## config.mk

```make
export PLATFORM = sky130hd
export DESIGN_NAME = vectored_irq_ctrl
export DESIGN_NICKNAME = d
export VERILOG_FILES = /design/src/rtl/vic_pkg.sv /design/src/rtl/vic_cfg_port.sv /design/src/rtl/vic_req_latch.sv /design/src/rtl/vic_arbiter.sv /design/src/rtl/vectored_irq_ctrl.sv
export SDC_FILE = /design/constraint.sdc
export NUM_CORES = 1
export LEC_CHECK = 0
export BUFFER_PORTS_ARGS = -buffer_cell sky130_fd_sc_hd__buf_2
export CAP_MARGIN = 30
export CORE_MARGIN = 1
export CORE_UTILIZATION = 23
export DETAILED_ROUTE_END_ITERATION = 8
export GPL_ROUTABILITY_DRIVEN = 0
export PLACE_DENSITY_LB_ADDON = 0.2
export SLEW_MARGIN = 20
export SYNTH_ARGS = -nofsm -noshare
export SYNTH_HDL_FRONTEND = slang
export SYNTH_SLANG_ARGS = --single-unit
```

## constraint.sdc

```tcl
create_clock -name clk -period 3.8 [get_ports clk]
set_input_delay 0.38 -clock clk [delete_from_list [all_inputs] [get_ports clk]]
set_output_delay 0.38 -clock clk [all_outputs]
set_load 0.01 [all_outputs]
```

## src/rtl/vic_pkg.sv

```systemverilog
package vic_pkg;
    localparam int LINES = 8;
    localparam int IDW   = $clog2(LINES);
    localparam int DW    = 8;
    localparam int AW    = 2;

    localparam logic [AW-1:0] ADDR_CMD  = 2'd0;
    localparam logic [AW-1:0] ADDR_DATA = 2'd1;
    localparam logic [AW-1:0] ADDR_TRIG = 2'd2;

    typedef enum logic [1:0] {
        CFG_RUN,
        CFG_BASE,
        CFG_CASC,
        CFG_MODE
    } cfg_state_e;

    // Returns {found, index} of the lowest set bit (highest priority).
    function automatic logic [IDW:0] first_set(input logic [LINES-1:0] v);
        logic [IDW:0] r;
        r = '0;
        for (int i = LINES - 1; i >= 0; i--) begin
            if (v[i]) r = {1'b1, IDW'(i)};
        end
        return r;
    endfunction
endpackage

```

## src/rtl/vic_cfg_port.sv

```systemverilog
module vic_cfg_port
    import vic_pkg::*;
(
    input  logic              clk,
    input  logic              rst_n,
    input  logic              sel,
    input  logic              wr,
    input  logic [AW-1:0]     addr,
    input  logic [DW-1:0]     wdata,
    output logic [LINES-1:0]  mask,
    output logic [LINES-1:0]  trig,
    output logic [DW-1:0]     base,
    output logic [DW-1:0]     casc,
    output logic              auto_eoi,
    output logic              show_isr,
    output logic              eoi_stb,
    output logic [IDW-1:0]    eoi_line,
    output logic              init_stb
);
    typedef struct packed {
        cfg_state_e       state;
        logic             need_mode;
        logic [LINES-1:0] mask;
        logic [LINES-1:0] trig;
        logic [DW-1:0]    base;
        logic [DW-1:0]    casc;
        logic             auto_eoi;
        logic             show_isr;
    } cfg_t;

    cfg_t cfg_d, cfg_q;

    always_comb begin
        cfg_d    = cfg_q;
        eoi_stb  = 1'b0;
        init_stb = 1'b0;
        eoi_line = wdata[IDW-1:0];
        if (sel && wr) begin
            case (addr)
                ADDR_CMD: begin
                    if (wdata[4]) begin
                        cfg_d.state     = CFG_BASE;
                        cfg_d.need_mode = wdata[0];
                        cfg_d.auto_eoi  = 1'b0;
                        cfg_d.show_isr  = 1'b0;
                        init_stb        = 1'b1;
                    end else if (wdata[3]) begin
                        if (wdata[1]) cfg_d.show_isr = wdata[0];
                    end else if (wdata[7:5] == 3'b011) begin
                        eoi_stb = 1'b1;
                    end
                end
                ADDR_DATA: begin
                    case (cfg_q.state)
                        CFG_BASE: begin
                            cfg_d.base  = wdata;
                            cfg_d.state = CFG_CASC;
                        end
                        CFG_CASC: begin
                            cfg_d.casc  = wdata;
                            cfg_d.state = cfg_q.need_mode ? CFG_MODE : CFG_RUN;
                        end
                        CFG_MODE: begin
                            cfg_d.auto_eoi = wdata[1];
                            cfg_d.state    = CFG_RUN;
                        end
                        default: cfg_d.mask = wdata[LINES-1:0];
                    endcase
                end
                ADDR_TRIG: cfg_d.trig = wdata[LINES-1:0];
                default: ;
            endcase
        end
    end

    always_ff @(posedge clk or negedge rst_n) begin
        if (!rst_n) begin
            cfg_q           <= '0;
            cfg_q.state     <= CFG_RUN;
            cfg_q.mask      <= '1;
        end else begin
            cfg_q <= cfg_d;
        end
    end

    assign mask     = cfg_q.mask;
    assign trig     = cfg_q.trig;
    assign base     = cfg_q.base;
    assign casc     = cfg_q.casc;
    assign auto_eoi = cfg_q.auto_eoi;
    assign show_isr = cfg_q.show_isr;
endmodule

```

## src/rtl/vic_req_latch.sv

```systemverilog
module vic_req_latch
    import vic_pkg::*;
(
    input  logic             clk,
    input  logic             rst_n,
    input  logic [LINES-1:0] irq_in,
    input  logic [LINES-1:0] trig,
    input  logic [LINES-1:0] clr,
    output logic [LINES-1:0] irr
);
    typedef struct packed {
        logic [LINES-1:0] prev;
        logic [LINES-1:0] lvl;
        logic [LINES-1:0] edg;
    } req_t;

    req_t req_d, req_q;

    always_comb begin
        req_d.prev = irq_in;
        req_d.lvl  = irq_in;
        req_d.edg  = (req_q.edg | (irq_in & ~req_q.prev)) & ~clr & ~trig;
    end

    always_ff @(posedge clk or negedge rst_n) begin
        if (!rst_n) req_q <= '0;
        else        req_q <= req_d;
    end

    for (genvar g = 0; g < LINES; g++) begin : g_line
        assign irr[g] = trig[g] ? req_q.lvl[g] : req_q.edg[g];
    end
endmodule

```

## src/rtl/vic_arbiter.sv

```systemverilog
module vic_arbiter
    import vic_pkg::*;
(
    input  logic [LINES-1:0] irr,
    input  logic [LINES-1:0] mask,
    input  logic [LINES-1:0] isr,
    output logic             int_req,
    output logic [IDW-1:0]   win_line
);
    logic [LINES-1:0] pending;
    logic [IDW:0]     pend_f;
    logic [IDW:0]     svc_f;

    always_comb begin
        pending  = irr & ~mask;
        pend_f   = first_set(pending);
        svc_f    = first_set(isr);
        win_line = pend_f[IDW-1:0];
        int_req  = pend_f[IDW] && (!svc_f[IDW] || (pend_f[IDW-1:0] < svc_f[IDW-1:0]));
    end
endmodule

```

## src/rtl/vectored_irq_ctrl.sv

```systemverilog
module vectored_irq_ctrl
    import vic_pkg::*;
(
    input  logic           clk,
    input  logic           rst_n,
    input  logic           bus_sel,
    input  logic           bus_wr,
    input  logic [1:0]     bus_addr,
    input  logic [7:0]     bus_wdata,
    output logic [7:0]     bus_rdata,
    input  logic [7:0]     irq_in,
    input  logic           is_master,
    output logic           int_out,
    input  logic           int_ack,
    output logic           vec_valid,
    output logic [7:0]     vec_out,
    input  logic [2:0]     cas_in,
    output logic [2:0]     cas_out,
    output logic           cas_drive
);
    typedef struct packed {
        logic [LINES-1:0] isr;
        logic             phase;
        logic [IDW-1:0]   win;
        logic             vld;
        logic [DW-1:0]    vec;
        logic             cdrv;
        logic [IDW-1:0]   cid;
    } ctl_t;

    ctl_t ctl_d, ctl_q;

    logic [LINES-1:0] mask_vec, trig_vec, irr_vec, isr_vec, clr_edge;
    logic [DW-1:0]    base_vec, casc_vec;
    logic             aeoi_w, show_isr, eoi_stb, init_stb, int_req, selected;
    logic [IDW-1:0]   eoi_line, win_line;

    vic_cfg_port u_cfg (
        .clk      (clk),
        .rst_n    (rst_n),
        .sel      (bus_sel),
        .wr       (bus_wr),
        .addr     (bus_addr),
        .wdata    (bus_wdata),
        .mask     (mask_vec),
        .trig     (trig_vec),
        .base     (base_vec),
        .casc     (casc_vec),
        .auto_eoi (aeoi_w),
        .show_isr (show_isr),
        .eoi_stb  (eoi_stb),
        .eoi_line (eoi_line),
        .init_stb (init_stb)
    );

    vic_req_latch u_req (
        .clk    (clk),
        .rst_n  (rst_n),
        .irq_in (irq_in),
        .trig   (trig_vec),
        .clr    (clr_edge),
        .irr    (irr_vec)
    );

    vic_arbiter u_arb (
        .irr      (irr_vec),
        .mask     (mask_vec),
        .isr      (ctl_q.isr),
        .int_req  (int_req),
        .win_line (win_line)
    );

    assign isr_vec  = ctl_q.isr;
    assign selected = is_master || (cas_in == casc_vec[IDW-1:0]);

    always_comb begin
        ctl_d     = ctl_q;
        ctl_d.vld = 1'b0;
        clr_edge  = '0;
        if (init_stb) begin
            ctl_d.isr   = '0;
            ctl_d.phase = 1'b0;
            ctl_d.cdrv  = 1'b0;
        end else begin
            if (eoi_stb) ctl_d.isr[eoi_line] = 1'b0;
            if (int_ack && selected) begin
                if (!ctl_q.phase) begin
                    ctl_d.phase = 1'b1;
                    if (int_req) begin
                        ctl_d.win          = win_line;
                        clr_edge[win_line] = 1'b1;
                        if (!aeoi_w) ctl_d.isr[win_line] = 1'b1;
                        ctl_d.cdrv = is_master && casc_vec[win_line];
                        ctl_d.cid  = win_line;
                    end else begin
                        ctl_d.win  = IDW'(LINES - 1);
                        ctl_d.cdrv = 1'b0;
                    end
                end else begin
                    ctl_d.phase = 1'b0;
                    ctl_d.cdrv  = 1'b0;
                    if (!ctl_q.cdrv) begin
                        ctl_d.vld = 1'b1;
                        ctl_d.vec = {base_vec[DW-1:IDW], ctl_q.win};
                    end
                end
            end
        end
    end

    always_ff @(posedge clk or negedge rst_n) begin
        if (!rst_n) ctl_q <= '0;
        else        ctl_q <= ctl_d;
    end

    always_comb begin
        case (bus_addr)
            ADDR_CMD:  bus_rdata = show_isr ? ctl_q.isr : irr_vec;
            ADDR_DATA: bus_rdata = mask_vec;
            ADDR_TRIG: bus_rdata = trig_vec;
            default:   bus_rdata = '0;
        endcase
    end

    assign int_out   = int_req && !ctl_q.phase;
    assign vec_valid = ctl_q.vld;
    assign vec_out   = ctl_q.vec;
    assign cas_out   = ctl_q.cid;
    assign cas_drive = ctl_q.cdrv;
endmodule

```

==> impl_metrics.json, run 1 <==
{
  "track_usage": 0.144,
  "fmaxAchievable_mhz": 278,
  "hold_path_depth": 1,
  "ys_warn_count": 0,
  "drtIter0Drc": 220,
  "dr.pass1.iters": 4,
  "min_from": "irq_in[5]",
  "rr_startpoint": "u_cfg.trig[4]$_DFFE_PN0P_",
  "grt_pass1_wl_um": 19300,
  "skew_ps": 5.92,
  "postRouteAntennaNets": 0,
  "io_buffers": 48,
  "yosysTopAreaCell": "dfrtp_1",
  "synth-seq-cells": 75,
  "slew-limit-headroom": 0.359,
  "ir_drop_mv": 0.267,
  "maxSlewViolCount": 0,
  "place_area_mm2": 0.00441,
  "cp_slowest_cell": "and2_2",
  "synth_nets": 421,
  "setup_tns_ps": 0,
  "numClockSinks": 75,
  "final_common_cell": "dfrtp_1",
  "cpPeakStageDelay_ps": 420,
  "fin_crit_sh": 0.946,
  "clk_pin_slew_ps": 60,
  "cts-root-buf": "clkbuf_16",
  "grt_remaining_overflow": 0,
  "finalHoldViolations": 0,
  "synthCells": 389,
  "rows": 47,
  "p_leak_nw": 2.04,
  "cts_setup_buffers": 0,
  "dieHeight_um": 134,
  "required_ps": 3420,
  "design_area_mm2": 0.00472,
  "die_area_mm2": 0.0179,
  "netlist_area_mm2": 0.00400,
  "cts_tree": "yes",
  "clock_latency_ps": 340,
  "worst-setup-path-type": "flip-flop to output port",
  "cts_buffers": 9,
  "syn2layout_area_growth_pct": 18.1,
  "dpl.hpwl_um": 8630,
  "core_area_mm2": 0.0168,
  "status": "complete, no violations",
  "initial_core_util": 0.238,
  "tightestPinTransition_ps": 959,
  "yosysSeqAreaShare": 0.472,
  "worstPathMaxFanout": 12,
  "drc": 0,
  "crit_path_end_kind": "output port",
  "path_cells": "mux2_2, nand2_1, o21ai_0, nor2_1, nor3_1, ha_1, a211o_1, o311ai_4, and2_2, buf_2",
  "synth-async-reset-ratio": 1.00,
  "r2r_slack_ps": 700,
  "avgSynthCellArea_um2": 10.3,
  "synthFlopType": "dfrtp_1",
  "rsz0062_at_grt": "no",
  "nFillCells": 1760,
  "maxCapViolations": 0,
  "fin_util": 0.282,
  "cts_max_path_buffers": 2,
  "wl_um": 12000,
  "fin_crit_ps": 3590,
  "most-common-layout-cells": "dfrtp_1 (67), buf_2 (47), mux2_2 (36)",
  "netlist-cell-type-count": 64,
  "htreeDepth": 3,
  "final_layout_size_suffix_gt1_frac": 0.282,
  "min_to": "u_req.req_q[21]$_DFF_PN0_",
  "cp-start-kind": "flip-flop",
  "viasPerCell": 4.80,
  "diodes": 0,
  "r2r_end": "cas_out[2]$_DFFE_PN0P_",
  "setup_viol": 0,
  "holdCritPathClass": "primary input to flip-flop",
  "cp.arrival_ps": 3210,
  "num_vias": 3131,
  "grt_max_degree": 46,
  "antenna_found_initial": 0,
  "die_x_um": 134,
  "synth_area_leaders": "dfrtp_1 (42%), mux2_2 (10%), dfstp_2 (5.3%), o21ai_0 (3.4%), nand2_1 (2.9%)",
  "synth_top_cell_area_share": 0.420,
  "pwr_density_cell_mw_per_mm2": 735,
  "io_pins": 49,
  "wl_per_cell_um": 18.4,
  "worstRegToRegCells": 10,
  "nNetsFinal": 459,
  "grt_pass1_vias": 3291,
  "synth-edff-count": 0
}
-- flip-flops by register name (all words and copies together), names as in the netlist, 3 cells and up --
register and count:
vec_out 8, u_cfg.mask 8, cas_out 3, ctl_q 4, u_cfg.base 5, u_cfg.casc 8
u_req.req_q 16, isr_vec 8, u_cfg.cfg_q 3, u_cfg.trig 8
-- layer usage --
layer	track usage	vias to the layer above	wire [um]
li1	-	1469	-
met1	0.199	1568	5690
met2	0.216	77	5530
met3	0.0276	17	564
met4	0.0682	0	240
met5	0	-	0
-- where the power goes --
| part | switching (mW) | internal [mW] |
|---|---|---|
| Combinational | 0.729 | 0.572 |
| Sequential | 0.218 | 1.09 |
| Clock | 0.355 | 0.509 |
-- per-stage QoR --
step	hold WS [ps]	total power, mW	instances	setup WS (ps)
3_3_place_gp	483	2.59	634	488
2_1_floorplan	84.4	2.26	389	1140
6_report	154	3.47	652	205
3_5_place_dp	362	2.62	635	399
5_1_grt	146	3.70	652	12.5
4_1_cts	142	3.50	652	17.7
-- timing repair --
action,4_1_cts,5_1_grt
endpoints found under the setup margin,0,1
resized for setup,0,1
hold buffers,1,0
endpoints found under the hold margin,26,0
-- worst max-delay path by stage --
stage                         startpoint       to  slack (ps)  cells past startpoint
2_1_floorplan  u_cfg.trig[4]$_DFFE_PN0P_  int_out        1140                     10
3_3_place_gp   u_cfg.trig[4]$_DFFE_PN0P_  int_out         490                     10
3_5_place_dp   u_cfg.trig[4]$_DFFE_PN0P_  int_out         400                     10
4_1_cts        u_cfg.trig[4]$_DFFE_PN0P_  int_out          20                     10
5_1_grt        u_cfg.trig[4]$_DFFE_PN0P_  int_out          10                     10
6_report       u_cfg.trig[4]$_DFFE_PN0P_  int_out         210                     10
-- synth_stat cells (3+ instances only) --
cell      instances
nor3b_1           9
o21a_1            3
a311oi_1          3
inv_1            24
nor2_1           31
o311a_1           3
nand2_1          31
mux2i_1           7
dfstp_2           8
xor2_1            3
a21oi_1          22
mux2_2           36
a31oi_1           5
clkbuf_1         10
a31o_1            4
buf_4            12
o21bai_1          8
o31a_1            3
nand3_1           5
o21ai_0          27
dfrtp_1          67
a211oi_1          3
o22ai_1           4
ha_1              5
nor3_1            9
-- critical path, delay by kind of cell (launching register included) --
| family | cells | cell delay (ps) |
|---|---|---|
| buffers and inverters | 1 | 200 |
| multiplexers | 1 | 360 |
| adder cells (fa/ha/maj) | 1 | 250 |
| AO/OA/AOI/OAI | 3 | 780 |
| flip-flops | 1 | 400 |
| AND/OR/NAND/NOR | 4 | 870 |
-- cell families after synthesis --
logic type | after synthesis | share of synthesized area
fa+ha+maj | 5 | 0.0157
buf+inv | 50 | 0.0604
flops | 75 | 0.472
mux | 45 | 0.126
compound gates | 110 | 0.195
simple gates | 100 | 0.122
xor+xnor | 4 | 0.00877
-- final cells by class --
cell class                 count  area [um^2]  share of cell area
sequential                    75         1890               0.400
timing repair buffer          53          303              0.0642
clock inverter                 6         66.3              0.0141
multi-input combinational    264         1870               0.396
inverter                      24         90.1              0.0191
tap                          220          275              0.0583
clock buffer                  10          229              0.0485
Power figures use the tool's default switching activity.
==> run 2: changes to the inputs <==
--- a/config.mk
+++ b/config.mk
@@ -12,6 +12,7 @@
 export DETAILED_ROUTE_END_ITERATION = 8
 export GPL_ROUTABILITY_DRIVEN = 0
 export PLACE_DENSITY_LB_ADDON = 0.2
+export RECOVER_POWER = 25
 export SLEW_MARGIN = 20
 export SYNTH_ARGS = -nofsm -noshare
 export SYNTH_HDL_FRONTEND = slang
==> run 2 against run 1 <==
The flow now finishes with violations (max-capacitance violations, max-slew violations). Non-clock buffer count did not move. Clock power barely moved. First-iteration DRC count rose by 6.4%. Combinational power barely moved. Total power fell by 0.15%. Critical endpoint unchanged. Global-route usage did not move. Critical path depth did not move. Sequential cell count did not move. Fmax rose by 0.73%. Die area did not move. Final cell count did not move. Worst hold slack barely moved.
==> impl_metrics.json, run 2 (synthesis gave the netlist of run 1 again) <==
{
  "finalHoldViolations": 0,
  "place_area_mm2": 0.00441,
  "clk_pin_slew_ps": 60,
  "path_cells": "mux2_2, nand2_1, o21ai_0, nor2_1, nor3_1, ha_1, a211o_1, o311ai_4, and2_2, buf_2",
  "grt_remaining_overflow": 0,
  "nFillCells": 1768,
  "status": "finished, violations left",
  "drc": 0,
  "maxCapViolations": 1,
  "cts-root-buf": "clkbuf_16",
  "dieHeight_um": 134,
  "most-common-layout-cells": "dfrtp_1 (67), buf_2 (41), mux2_2 (36)",
  "dpl.hpwl_um": 8630,
  "nNetsFinal": 459,
  "register_area_mm2": 0.00189,
  "core_area_mm2": 0.0168,
  "io_pins": 49,
  "cp.arrival_ps": 3190,
  "htreeDepth": 3,
  "grt_pass1_wl_um": 19300,
  "worst-setup-path-type": "flip-flop to output port",
  "rows": 47,
  "tightestPinTransition_ps": 1750,
  "final_layout_size_suffix_gt1_frac": 0.266,
  "final_common_cell": "dfrtp_1",
  "setup_tns_ps": 0,
  "num_vias": 3153,
  "cpPeakStageDelay_ps": 410,
  "die_area_mm2": 0.0179,
  "track_usage": 0.144,
  "cts_tree": "yes",
  "cp-start-kind": "flip-flop",
  "power_mw": 3.47,
  "viasPerCell": 4.84,
  "violations": "max-capacitance violations, max-slew violations",
  "dr.pass1.iters": 4,
  "critPathTopFamily": "simple AND/OR/NAND/NOR gates",
  "fmaxAchievable_mhz": 280,
  "skew_ps": 7.15,
  "fin_crit_ps": 3570,
  "numClockSinks": 75,
  "setup_viol": 0,
  "holdCritPathClass": "primary input to flip-flop",
  "clock_latency_ps": 350,
  "pwr_density_cell_mw_per_mm2": 739,
  "wl_um": 12000,
  "rsz0062_at_grt": "no",
  "ir_drop_mv": 0.267,
  "diodes": 0,
  "p_leak_nw": 2.01,
  "cts_max_path_buffers": 2,
  "initial_core_util": 0.238,
  "design_area_mm2": 0.00469,
  "syn2layout_area_growth_pct": 17.3,
  "grt_max_degree": 46,
  "largest-register": "u_req.req_q",
  "cp_slowest_cell": "and2_2",
  "largest_reg_flops": 16,
  "dp_cells": 635,
  "antenna_found_initial": 0,
  "fin_crit_sh": 0.939,
  "path_buf_inv": 1,
  "cts_buffers": 9,
  "required_ps": 3420,
  "die_x_um": 134,
  "postRouteAntennaNets": 0,
  "drtIter0Drc": 234,
  "slew-limit-headroom": -0.165,
  "maxSlewViolCount": 32,
  "grt_pass1_vias": 3291,
  "wl_per_cell_um": 18.4,
  "worstPathMaxFanout": 12,
  "io_buffers": 48,
  "stdcell_count": 652,
  "crit_path_end_kind": "output port",
  "multi_input_area_mm2": 0.00187
}
==> run 2: changes by cell type in the layout (fill, tap and decap cells not counted) <==
| cell | before | now |
|---|---|---|
| clkbuf_1 | 1 | 8 |
| buf_16 | 1 | 0 |
| clkbuf_2 | 0 | 1 |
| buf_4 | 4 | 3 |
| buf_2 | 47 | 41 |
==> run 2: path summary, 6_finish.rpt <==
kind / slack (ps) / depth (start not counted) / endpoint / startpoint
min reg2reg: 500 / 1 / ctl_q[14]$_DFFE_PN0P_ / ctl_q[14]$_DFFE_PN0P_
min: 150 / 1 / u_req.req_q[21]$_DFF_PN0_ / irq_in[5]
min in group asynchronous: 1040 / 2 / ctl_q[14]$_DFFE_PN0P_ / rst_n
max: 230 / 10 / int_out / u_cfg.trig[4]$_DFFE_PN0P_
max reg2reg: 710 / 10 / cas_out[2]$_DFFE_PN0P_ / u_cfg.trig[4]$_DFFE_PN0P_
max in group asynchronous: 810 / 3 / u_cfg.auto_eoi$_DFFE_PN0P_ / rst_n
==> run 2: layout make-up <==
type,instances,area share
Multi-Input combinational cell,264,0.399
Clock inverter,6,0.0142
Clock buffer,10,0.0489
Inverter,24,0.0192
Sequential cell,75,0.403
Timing Repair Buffer,53,0.0574
Tap cell,220,0.0587
==> run 2: layer usage <==
| metal | vias to the layer above | share of wire | GRT usage |
|---|---|---|---|
| li1 | 1465 | - | - |
| met1 | 1581 | 0.47 | 0.199 |
| met2 | 88 | 0.46 | 0.216 |
| met3 | 19 | 0.046 | 0.0276 |
| met4 | 0 | 0.022 | 0.0682 |
| met5 | - | 0 | 0 |
==> run 2: per-stage QoR <==
stage	hold slack [ps]	setup slack [ps]	utilization
floorplan	84.4	1140	-
global placement	483	488	0.262
detailed placement	362	399	0.263
CTS	142	17.7	0.282
global route	146	12.5	0.280
finish	154	231	0.280
==> run 2: where the power goes <==
part | internal, mW | leakage [nW] | total [mW] | switching [mW]
logic | 0.567 | 0.963 | 1.29 | 0.725
registers | 1.09 | 0.914 | 1.31 | 0.219
clock network | 0.509 | 0.135 | 0.866 | 0.357
total | 2.16 | 2.01 | 3.47 | 1.30
==> run 2: what timing repair did <==
action,in CTS,in global routing
resized for setup,0,1
endpoints found under the hold margin,26,0
setup buffers,0,0
hold buffers,1,0
setup endpoints to repair,0,1
